`config.mk`:
```
export PLATFORM = sky130hd
export DESIGN_NAME = bmc_tx_serializer
export DESIGN_NICKNAME = d
export VERILOG_FILES = /design/src/rtl/bmc_tx_pkg.sv /design/src/rtl/bmc_tx_ctrl.sv /design/src/rtl/bmc_tx_datapath.sv /design/src/rtl/bmc_tx_serializer.sv
export SDC_FILE = /design/constraint.sdc
export NUM_CORES = 1
export LEC_CHECK = 0
export ABC_CLOCK_PERIOD_IN_PS = 2600
export BUFFER_PORTS_ARGS = -buffer_cell sky130_fd_sc_hd__buf_2
export CAP_MARGIN = 10
export CORE_AREA = 2 2 57 86
export CTS_BUF_LIST = sky130_fd_sc_hd__clkbuf_8
export CTS_CLUSTER_DIAMETER = 80
export DETAILED_ROUTE_END_ITERATION = 16
export DIE_AREA = 0 0 59 88
export GPL_ROUTABILITY_DRIVEN = 1
export PLACE_DENSITY = 0.71
export SYNTH_ARGS = -nofsm -noshare
export SYNTH_HDL_FRONTEND = slang
export SYNTH_SLANG_ARGS = --single-unit
```
`constraint.sdc`:
```
create_clock -name clk -period 2.6 [get_ports clk]
set_input_delay 0.13 -clock clk [delete_from_list [all_inputs] [get_ports clk]]
set_output_delay 0.13 -clock clk [all_outputs]
set_load 0.01 [all_outputs]
```
`src/rtl/bmc_tx_pkg.sv`:
```
package bmc_tx_pkg;

  typedef enum logic [2:0] {
    ST_IDLE,
    ST_PRE,
    ST_SYM,
    ST_EDGE,
    ST_LOW,
    ST_FIN
  } txState_t;

  // strobes from control to datapath, each valid only on a cell tick
  typedef struct packed {
    logic emitPre;
    logic loadSym;
    logic shiftCell;
    logic closeEdge;
    logic closeLow;
  } txStrobes_t;

endpackage

```
`src/rtl/bmc_tx_ctrl.sv`:
```
module bmc_tx_ctrl
  import bmc_tx_pkg::*;
#(
  parameter int PRE_CELLS = 128,
  parameter int PAT_W     = 32,
  parameter int SYM_CELLS = 10,
  localparam int PRE_CNT_W = $clog2(PRE_CELLS),
  localparam int PAT_IDX_W = $clog2(PAT_W),
  localparam int SYM_CNT_W = $clog2(SYM_CELLS)
) (
  input  logic                 clk,
  input  logic                 rstN,
  input  logic                 cellTick,
  input  logic                 startPkt,
  input  logic                 symValid,
  input  logic                 symLast,
  output logic                 symReady,
  output txStrobes_t           strobes,
  output logic [PAT_IDX_W-1:0] preIdx,
  output logic                 busy,
  output logic                 pktDone,
  output logic                 underrun
);

  txState_t stateQ, stateD;
  logic [PRE_CNT_W-1:0] preCntQ, preCntD;
  logic [PAT_IDX_W-1:0] patIdxQ, patIdxD;
  logic [SYM_CNT_W-1:0] cellCntQ, cellCntD;
  logic lastQ, lastD;
  logic finQ, finD;
  logic underQ, underD;
  logic doneQ;
  logic needSym;

  assign needSym  = (stateQ == ST_SYM) && (cellCntQ == '0);
  assign symReady = needSym && cellTick;
  assign preIdx   = patIdxQ;
  assign busy     = (stateQ != ST_IDLE);
  assign pktDone  = doneQ;
  assign underrun = underQ;

  always_comb begin
    stateD   = stateQ;
    preCntD  = preCntQ;
    patIdxD  = patIdxQ;
    cellCntD = cellCntQ;
    lastD    = lastQ;
    finD     = 1'b0;
    underD   = 1'b0;
    strobes  = '0;
    unique case (stateQ)
      ST_IDLE: begin
        if (startPkt) begin
          stateD  = ST_PRE;
          preCntD = '0;
          patIdxD = '0;
          lastD   = 1'b0;
        end
      end
      ST_PRE: begin
        if (cellTick) begin
          strobes.emitPre = 1'b1;
          preCntD = preCntQ + 1'b1;
          patIdxD = (patIdxQ == PAT_IDX_W'(PAT_W - 1)) ? '0 : patIdxQ + 1'b1;
          if (preCntQ == PRE_CNT_W'(PRE_CELLS - 1)) begin
            stateD   = ST_SYM;
            cellCntD = '0;
          end
        end
      end
      ST_SYM: begin
        if (cellTick) begin
          if (cellCntQ == '0) begin
            if (symValid) begin
              strobes.loadSym = 1'b1;
              cellCntD = SYM_CNT_W'(SYM_CELLS - 1);
              lastD    = symLast;
            end else begin
              strobes.closeEdge = 1'b1;
              underD = 1'b1;
              stateD = ST_LOW;
            end
          end else begin
            strobes.shiftCell = 1'b1;
            cellCntD = cellCntQ - 1'b1;
            if ((cellCntQ == SYM_CNT_W'(1)) && lastQ) stateD = ST_EDGE;
          end
        end
      end
      ST_EDGE: begin
        if (cellTick) begin
          strobes.closeEdge = 1'b1;
          stateD = ST_LOW;
        end
      end
      ST_LOW: begin
        if (cellTick) begin
          strobes.closeLow = 1'b1;
          stateD = ST_FIN;
        end
      end
      ST_FIN: begin
        if (cellTick) begin
          stateD = ST_IDLE;
          finD   = 1'b1;
        end
      end
      default: stateD = ST_IDLE;
    endcase
  end

  always_ff @(posedge clk or negedge rstN) begin
    if (!rstN) begin
      stateQ   <= ST_IDLE;
      preCntQ  <= '0;
      patIdxQ  <= '0;
      cellCntQ <= '0;
      lastQ    <= 1'b0;
      finQ     <= 1'b0;
      underQ   <= 1'b0;
      doneQ    <= 1'b0;
    end else begin
      stateQ   <= stateD;
      preCntQ  <= preCntD;
      patIdxQ  <= patIdxD;
      cellCntQ <= cellCntD;
      lastQ    <= lastD;
      finQ     <= finD;
      underQ   <= underD;
      doneQ    <= finQ;
    end
  end

endmodule

```
`src/rtl/bmc_tx_datapath.sv`:
```
module bmc_tx_datapath
  import bmc_tx_pkg::*;
#(
  parameter int          PAT_W       = 32,
  parameter logic [31:0] PRE_PATTERN = 32'hB4B4_B4B4,
  parameter int          SYM_CELLS   = 10,
  localparam int PAT_IDX_W = $clog2(PAT_W)
) (
  input  logic                 clk,
  input  logic                 rstN,
  input  txStrobes_t           strobes,
  input  logic [PAT_IDX_W-1:0] preIdx,
  input  logic [SYM_CELLS-1:0] symData,
  output logic                 txCell
);

  logic                 cellQ;
  logic                 lineHighQ;
  logic [SYM_CELLS-2:0] shiftQ;
  logic [SYM_CELLS-1:0] encWord;
  logic                 preBit;

  // polarity mask applied cell by cell
  for (genvar g = 0; g < SYM_CELLS; g++) begin : gEnc
    assign encWord[g] = symData[g] ^ lineHighQ;
  end

  assign preBit = PRE_PATTERN[preIdx];
  assign txCell = cellQ;

  always_ff @(posedge clk or negedge rstN) begin
    if (!rstN) begin
      cellQ     <= 1'b0;
      lineHighQ <= 1'b0;
      shiftQ    <= '0;
    end else if (strobes.emitPre) begin
      cellQ     <= preBit;
      lineHighQ <= preBit;
    end else if (strobes.loadSym) begin
      cellQ     <= encWord[0];
      shiftQ    <= encWord[SYM_CELLS-1:1];
      lineHighQ <= encWord[SYM_CELLS-1];
    end else if (strobes.shiftCell) begin
      cellQ  <= shiftQ[0];
      shiftQ <= {1'b0, shiftQ[SYM_CELLS-2:1]};
    end else if (strobes.closeEdge) begin
      cellQ     <= ~lineHighQ;
      lineHighQ <= 1'b0;
    end else if (strobes.closeLow) begin
      cellQ <= 1'b0;
    end
  end

endmodule

```
`src/rtl/bmc_tx_serializer.sv`:
```
module bmc_tx_serializer
  import bmc_tx_pkg::*;
#(
  parameter int          PRE_CELLS   = 128,
  parameter int          PAT_W       = 32,
  parameter logic [31:0] PRE_PATTERN = 32'hB4B4_B4B4,
  parameter int          SYM_CELLS   = 10,
  localparam int PAT_IDX_W = $clog2(PAT_W)
) (
  input  logic                 clk,
  input  logic                 rstN,
  input  logic                 cellTick,
  input  logic                 startPkt,
  input  logic                 symValid,
  input  logic [SYM_CELLS-1:0] symData,
  input  logic                 symLast,
  output logic                 symReady,
  output logic                 txCell,
  output logic                 busy,
  output logic                 pktDone,
  output logic                 underrun
);

  txStrobes_t           strobes;
  logic [PAT_IDX_W-1:0] preIdx;

  bmc_tx_ctrl #(
    .PRE_CELLS(PRE_CELLS),
    .PAT_W(PAT_W),
    .SYM_CELLS(SYM_CELLS)
  ) u_ctrl (
    .clk(clk),
    .rstN(rstN),
    .cellTick(cellTick),
    .startPkt(startPkt),
    .symValid(symValid),
    .symLast(symLast),
    .symReady(symReady),
    .strobes(strobes),
    .preIdx(preIdx),
    .busy(busy),
    .pktDone(pktDone),
    .underrun(underrun)
  );

  bmc_tx_datapath #(
    .PAT_W(PAT_W),
    .PRE_PATTERN(PRE_PATTERN),
    .SYM_CELLS(SYM_CELLS)
  ) u_dp (
    .clk(clk),
    .rstN(rstN),
    .strobes(strobes),
    .preIdx(preIdx),
    .symData(symData),
    .txCell(txCell)
  );

endmodule

```
; ---- Word-level counts from Yosys, hierarchy flattened
; Memory sizes are Yosys's and may differ from the RTL's.
; Cells that the tools add are included.
[word_totals]
output_inout_bits = 5
word_cells = 122
register_bits = 34
memories = 1
input_bits = 16
romBits = 32
[memory_table]
columns = memory, words, word_bits, read_ports, rd_clocked_by_memory_dff, write_ports, line_no
row1 = (no name shown), 32, 1, 1, 0, 0, bmc_tx_datapath.sv:28  ; assign preBit = PRE_PATTERN[preIdx];
[classes]
addsub = 3
order_cmp = 1
n_mux = 55
eq_ne = 21
bitwise = 12
reduce_logical = 18
[op_table]
columns = cell, count
row1 = $mux W3, 11
row2 = $mux W1, 25
row3 = $mux W4, 5
row4 = $mux W9, 2
row5 = $pmux W3 S6, 1
row6 = $ne A2 B2 Y1 const B, 8
row7 = $mux W5, 3
row8 = $mux W7, 2
row9 = $pmux W7 S2, 1
row10 = $pmux W5 S2, 1
row11 = $reduce_and A5 Y1, 2
row12 = $xor A1 B1 Y1, 10
row13 = $ne A3 B3 Y1 const B, 3
row14 = $reduce_and A9 Y1, 1
row15 = $pmux W4 S2, 1
row16 = $reduce_bool A2 Y1, 4
row17 = $add A7 B1 Y7 const B, 1
row18 = $eq A7 B7 Y1 const B, 1
row19 = $eq A3 B2 Y1 const B, 2
row20 = $eq A3 B3 Y1 const B, 2
row21 = $lt A5 B6 Y1 const B, 1
row22 = $reduce_bool A3 Y1, 2
row23 = $add A5 B1 Y5 const B, 1
row24 = $eq A5 B5 Y1 const B, 1
row25 = other kinds (14), 19

; ---- Longest topological paths before layout
; Gate-level depths: netlist of run 1.
[logic_depth]
ltp_word = 8
mapped_depth = 8
ltp_nobuf = 7

; ---- Hierarchy
; Synthesis of run 1 repeated with hierarchy kept, for this count alone.
[hier_totals]
hier_cells = 213
hier_area_um2 = 1988.2
[modules_own_cells]
columns = mod, instances, cells_per_inst, area_per_inst_um2, seq_area_each_um2
row1 = bmc_tx_ctrl, 1, 136, 1308.8, 575.6
row2 = bmc_tx_datapath, 1, 77, 679.4, 275.3

; ---- Least setup slack after synthesis of run 1
; No wires, ideal clock.
[synth_path]
kind = register to register
startpoint = register u_ctrl.cellCntQ[0]
endpoint = register u_ctrl.stateQ[0]
n_path_buf = 1
setup_slack_ps = 649
t_required_ps = 2475
arrival_ps = 1826
period_less_slack_ps = 1951
stages_incl_launch_ff = 9
setup_ps = 125
path_cell_list = dfrtp_1 -> inv_1 -> ha_1 -> or3b_1 -> buf_6 -> o21a_4 -> a21oi_2 -> nand2_1 -> mux2_4
[synth_between]
elab_chain_len = 4
elab_cells_between_ends = 9
classes_between = eq/ne (3) / mux (3) / reduce/logical (3)
[synth_lines]
columns = item, line_no
row1 = start: declaration, bmc_tx_ctrl.sv:28  ; logic [SYM_CNT_W-1:0] cellCntQ, cellCntD;
row2 = start signal: assignment, bmc_tx_ctrl.sv:126  ; cellCntQ <= cellCntD;
row3 = $eq A4 B1 Y1 / $logic_not A4 Y1 (equally long branches), "bmc_tx_ctrl.sv:86, bmc_tx_ctrl.sv:73"
row4 = $logic_and A1 B1 Y1 / $mux W3 (equally long branches), "bmc_tx_ctrl.sv:86, bmc_tx_ctrl.sv:73"
row5 = $ne A3 B3 Y1 (no source line) / $mux W3 (equally long branches), -
row6 = $reduce_and A9 Y1 (no source line) / $pmux W3 S6 (equally long branches), -
row7 = end signal: assignment, bmc_tx_ctrl.sv:123  ; stateQ <= stateD;
row8 = end: declaration, bmc_tx_ctrl.sv:25  ; txState_t stateQ, stateD;
; Several ways; a longest one is shown, not always the timed one. The select of a mux whose other input is x is not followed.
; A chain may end at the register's enable or synchronous reset.

; ---- Worst setup path after layout of run 1
[layout_path]
startpoint = register u_ctrl.cellCntQ[0]
endpoint = register u_dp.lineHighQ
[layout_between]
elab_chain_len = 6
elab_cells_between_ends = 12
classes_between = eq/ne (1) / mux (8) / reduce/logical (3)
[layout_lines]
columns = item, line_no
row1 = $logic_not A4 Y1 *, bmc_tx_ctrl.sv:73  ; if (cellCntQ == '0) begin
row2 = $mux W1, bmc_tx_ctrl.sv:73
row3 = $mux W3 *, bmc_tx_ctrl.sv:72  ; if (cellTick) begin
row4 = $pmux W1 S2 / $mux W2 (equally long branches), bmc_tx_ctrl.sv:51  ; unique case (stateQ)
row5 = $reduce_bool A3 Y1 (no source line) (tied with other cells), -
row6 = $reduce_and A2 Y1 (no source line) / $mux W1 (equally long branches), -
row7 = end signal: assignment, bmc_tx_datapath.sv:38  ; lineHighQ <= preBit;
row8 = end signal: assignment, bmc_tx_datapath.sv:42  ; lineHighQ <= encWord[SYM_CELLS-1];
row9 = end: declaration, bmc_tx_datapath.sv:18  ; logic lineHighQ;
; Mark *: on every way between the ends. The rest lies on a longest branch, timed or not.

==> results of run 1 <==
-- logic make-up (layout without fill, tap and decap cells) --
family          count (synthesis)  count (layout)  share of synthesized area [%]
buf+inv                        18              40                           4.09
fa+ha+maj                       8               8                           5.11
flops                          34              34                           43.5
compound gates                 48              48                           17.3
xor+xnor                       13              13                           5.81
simple gates                   71              71                           18.4
mux                            11              11                           5.88
-- power breakdown --
group	total [mW]	internal, mW	switching (mW)
Sequential	0.849	0.679	0.170
Clock	0.455	0.267	0.187
Combinational	0.766	0.350	0.416
-- per-stage QoR --
stage	worst slack, ps	instances	hold WS (ps)
3_5_place_dp	334	264	244
6_report	297	273	83.4
2_1_floorplan	649	203	-166
4_1_cts	297	273	76.4
5_1_grt	150	273	99.4
3_3_place_gp	486	264	246
-- flip-flops by register name (all words and copies together), names as in the netlist --
signal           cells
u_ctrl.finQ          1
u_dp.shiftQ          9
u_ctrl.stateQ        3
u_ctrl.cellCntQ      4
u_ctrl.preCntQ       7
u_dp.txCell          1
u_ctrl.pktDone       1
u_ctrl.preIdx        5
u_ctrl.lastQ         1
u_ctrl.underrun      1
u_dp.lineHighQ       1
-- worst max-delay path by stage --
stage,end,cells after the start,slack [ps]
floorplan,u_ctrl.stateQ[0],8,650
CTS,u_dp.lineHighQ,7,300
detailed placement,u_dp.lineHighQ,7,330
global route,u_dp.lineHighQ,7,150
finish,u_dp.lineHighQ,7,300
global placement,u_dp.lineHighQ,7,490
-- worst reg2reg max path: cells and delay by family, from the launching register on --
family | cells | cell delay [ps]
buffers and inverters | 1 | 110
AND/OR/NAND/NOR | 3 | 1040
AO/OA/AOI/OAI | 2 | 480
flip-flops | 1 | 410
adder cells (fa/ha/maj) | 1 | 180
-- layer usage --
layer | vias up | routed length (um)
li1 | 759 | -
met1 | 754 | 1610
met2 | 21 | 2130
met3 | 5 | 120
met4 | 0 | 51
met5 | - | 0
-- layout make-up --
class,count,area share [%]
Timing Repair Buffer,23,5.67
Inverter,9,1.53
Tap cell,48,2.72
Clock buffer,8,4.99
Sequential cell,34,38.5
Multi-Input combinational cell,151,46.5
-- cells in the mapped netlist (2+ instances only) --
cell	count	area, um^2
nor3b_1	3	22.5
nand2_1	25	93.8
dfrtp_1	34	851
a21oi_1	4	20.0
inv_1	9	33.8
clkbuf_1	4	15.0
ha_1	8	100
and3_1	2	12.5
nor2_1	12	45.0
o21ai_0	21	105
or3_1	4	25.0
a22o_1	3	26.3
or4_1	2	15.0
nand3b_1	3	22.5
buf_2	4	20.0
nand3_1	8	40.0
and2_1	3	18.8
xor2_1	10	87.6
xnor2_1	3	26.3
mux2i_1	10	100
nor3_1	4	20.0
==> reports/metrics.cfg, run 1 <==
[critical_path]
crit_path_start = u_ctrl.cellCntQ[0]
critPathKind = reg -> reg
cp-start-kind = register
r2r-start = u_ctrl.cellCntQ[0]
worstPathRequired_ps = 2800
slowest_delay_ps = 450
worst_setup_path_end_kind = register
reg2regPathDepth = 7
critPathTopFamily = simple AND/OR/NAND/NOR gates
crit_path_max_fanout = 12
path_buf_inv = 1
r2r_setup_slack_ps = 300
crit_chain = inv_1, ha_1, nor3b_1, and2_1, nand2_1, o32a_1, o21ai_0
timing.rr.end = u_dp.lineHighQ
cp.arrival_ps = 2510
cp_slowest_cell = nor3b_1

[worst_hold_path]
min_from = symLast
hold_class = in -> reg
min_path_cells = 3
hold_end = u_ctrl.lastQ

[die]
fp.coreArea_mm2 = 0.00443
dieArea_mm2 = 0.00519
row_count = 30
die_w_um = 59
die_height_um = 88
start_util_pct = 44.2
num_io_pins = 21

[clock_tree]
cts_root_buf = clkbuf_8
ctsLongestPathBuffers = 2
clk_latency_ps = 280
htreeDepth = 2
clkSinkCount = 34
cts_tree = done
path_clk_slew_ps = 70
ctsHoldBuffers = 1
post_cts_resize_count = 0
postCtsSetupRepairBufs = 0
cts_buffers = 5

[sta]
finalCritPeriodShare_pct = 88.6
hold_viol_final = 0
fin_crit_ps = 2300
fin_skew_ps = 3.88
setup_violations = 0
slew-limit-headroom_pct = 50.0
setup_tns_ps = 0
rsz0062_at_grt = no
fmax_mhz = 434
finalMaxSlewViolations = 0
tightest_slew_ps = 751

[logic_synthesis]
synth-edff-count = 0
ys_async_sr_fraction_pct = 100
synth.net_count = 227
yosys_warnings = 0
synth.distinct_cells = 48
syn_area_mm2 = 0.00196
synth_ff_type = dfrtp_1
yosys_register_bits = 34
yosysSeqAreaShare_pct = 43.5
synth_cells = 203
synth_area_per_cell_um2 = 9.65

[drt]
drt_iter0_drc = 18
vias = 1539
drt-total-wl_um = 3920
drt-pass1-iter-count = 4
antenna_left = 0
drc = 0
vias_per_cell = 5.64
avgRoutedWirePerCell_um = 14.4

[status]
status = completed

[pwr]
p_leak_nw = 1.07
peakVddDrop_uv = 713
p_total_mw = 2.07
p_per_area_mw_per_mm2 = 938

[finish]
n_antenna_cell = 0
design_area_mm2 = 0.00221
regArea_um2 = 851
area_delta_synth_final_pct = 12.7
layout.nets = 248
fillers = 421
final_cell_mix = dfrtp_1, nand2_1, o21ai_0, buf_2, nor2_1
multi_input_area_mm2 = 0.00103
final_common_cell = dfrtp_1
postLayoutCoreUtil_pct = 49.8
drive_above_1_share_pct = 16.9

[grt]
met3_usage_pct = 4.87
grt_max_degree = 35
top_usage_layer = met2
grt_overflow = 0
grt_pass1_vias = 1599
antenna_found_initial = 0
grt_usage_pct = 17.9
grt_pass1_wl_um = 7110
gr-usage-met2_pct = 31.7
use_met1_pct = 20.5

[placement]
portBuffers = 20
hpwlAfterDp_um = 2850
placed_area_mm2 = 0.00209
place.gp.congestion = 0.781

[run]
cap_violations = 0

No activity file was read; power rests on OpenSTA's default activity.
==> run 2, diff against run 1 <==
--- a/config.mk
+++ b/config.mk
@@ -14,7 +14,6 @@
 export DETAILED_ROUTE_END_ITERATION = 16
 export DIE_AREA = 0 0 59 88
 export GPL_ROUTABILITY_DRIVEN = 1
-export PLACE_DENSITY = 0.71
 export SYNTH_ARGS = -nofsm -noshare
 export SYNTH_HDL_FRONTEND = slang
 export SYNTH_SLANG_ARGS = --single-unit
==> reports/metrics.cfg, run 2 (synthesis results as in run 1) <==
[run]
cap_violations = 0

[die]
num_io_pins = 21
start_util_pct = 44.2
die_w_um = 59
row_count = 30
die_height_um = 88
fp.coreArea_mm2 = 0.00443
dieArea_mm2 = 0.00519

[placement]
portBuffers = 20
dp_cells = 265
placed_area_mm2 = 0.00209
dp_slack_ps = 497
place.gp.congestion = 0.843
hpwlAfterDp_um = 2890

[drt]
drt-pass1-iter-count = 4
drt_iter0_drc = 48
drc = 0
antenna_left = 0
avgRoutedWirePerCell_um = 15.0
drt-total-wl_um = 4100
vias_per_cell = 5.57
vias = 1525

[critical_path]
r2r_setup_slack_ps = 480
path_buf_inv = 1
critPathKind = reg -> reg
reg2regPathDepth = 7
timing.rr.end = u_ctrl.stateQ[0]
slowest_delay_ps = 500
cp.arrival_ps = 2290
crit_chain = inv_1, ha_1, or3b_1, o21a_4, a21oi_2, nand2_1, mux2_4
cp-start-kind = register
r2r-start = u_ctrl.cellCntQ[0]
worstPathRequired_ps = 2780
worst_setup_path_end_kind = register
critPathTopFamily = simple AND/OR/NAND/NOR gates
cp_slowest_cell = or3b_1
crit_path_max_fanout = 8

[finish]
multi_input_area_mm2 = 0.00103
final_common_cell = dfrtp_1
final_cell_mix = dfrtp_1, nand2_1, o21ai_0, buf_2, nor2_1
final_cells = 274
largest_reg_flops = 9
regArea_um2 = 851
top_register = u_dp.shiftQ
n_antenna_cell = 0
fillers = 456
area_delta_synth_final_pct = 14.5
layout.nets = 249
design_area_mm2 = 0.00224
drive_above_1_share_pct = 17.3

[grt]
grt_overflow = 0
antenna_found_initial = 0
grt_usage_pct = 17.7
grt_max_degree = 35
grt_pass1_wl_um = 7030
grt_pass1_vias = 1547

[pwr]
p_leak_nw = 1.08
peakVddDrop_uv = 512
p_total_mw = 2.22
p_per_area_mw_per_mm2 = 988

[sta]
fmax_mhz = 472
finalCritPeriodShare_pct = 81.4
tightest_slew_ps = 763
worst_slack_ps = 483
fin_crit_ps = 2120
setup_tns_ps = 0
rsz0062_at_grt = no
setup_violations = 0
hold_viol_final = 0
fin_skew_ps = 10.0
slew-limit-headroom_pct = 49.2
finalMaxSlewViolations = 0

[clock_tree]
cts_buffers = 5
clk_latency_ps = 290
ctsLongestPathBuffers = 2
path_clk_slew_ps = 70
cts_tree = done
htreeDepth = 2
cts_root_buf = clkbuf_8
clkSinkCount = 34
post_cts_resize_count = 0

[status]
status = completed

[worst_hold_path]
hold_end = u_ctrl.lastQ
min_path_cells = 3
hold_class = in -> reg
min_from = symLast

run 2: changes by cell type in the layout (fill, tap and decap cells not counted), sizes merged:
cell,change
clkbuf,-3
bufinv,+2
buf,+1
clkinv,+1
run 2: how the worst max path moves through the flow:
stage / from / to / slack [ps] / cells past startpoint
floorplan: u_ctrl.cellCntQ[0] / u_ctrl.stateQ[0] / 650 / 8
global placement: u_ctrl.cellCntQ[0] / u_ctrl.stateQ[0] / 570 / 7
detailed placement: u_ctrl.cellCntQ[0] / u_ctrl.stateQ[0] / 500 / 7
CTS: u_ctrl.cellCntQ[0] / u_ctrl.stateQ[0] / 500 / 7
global route: u_ctrl.cellCntQ[0] / u_dp.lineHighQ / 320 / 7
finish: u_ctrl.cellCntQ[0] / u_ctrl.stateQ[0] / 480 / 7
run 2: report_power, final:
part           total [mW]  switching [mW]  internal (mW)
combinational       0.773           0.418          0.355
clock               0.594           0.210          0.384
sequential          0.849           0.171          0.678
total                2.22           0.798           1.42
run 2: final cells by class:
cell class	instances	share of cell area, %
multi-input cells	151	45.8
flip-flops and latches	34	37.9
repair buffers	24	5.92
clock buffers	5	3.07
clock inverters	3	3.07
well taps	48	2.68
inverters	9	1.51
run 2: metrics by stage:
| step | utilization, % | hold slack [ps] |
|---|---|---|
| after floorplan | - | -166 |
| after global placement | 47.3 | 262 |
| after detailed placement | 47.3 | 257 |
| after CTS | 50.6 | 67.6 |
| after global routing | 50.6 | 67.7 |
| final | 50.6 | 69.4 |
run 2: tightest hold or removal path, stage by stage:
cell     delay [ps]
buf_2            80
nand3_1          60
nand2_1          60
run 2: per-layer routing:
metal / global-route usage, % / part of all wire, %
met4: 6.82 / 1.3
met3: 4.58 / 3.6
met5: 0 / 0
met2: 30.6 / 50
met1: 20.6 / 45
run 2: repair_timing:
action,4_1_cts,5_1_grt
endpoints found under the hold margin,34,0
hold buffers,1,0
buffers inserted,0,0
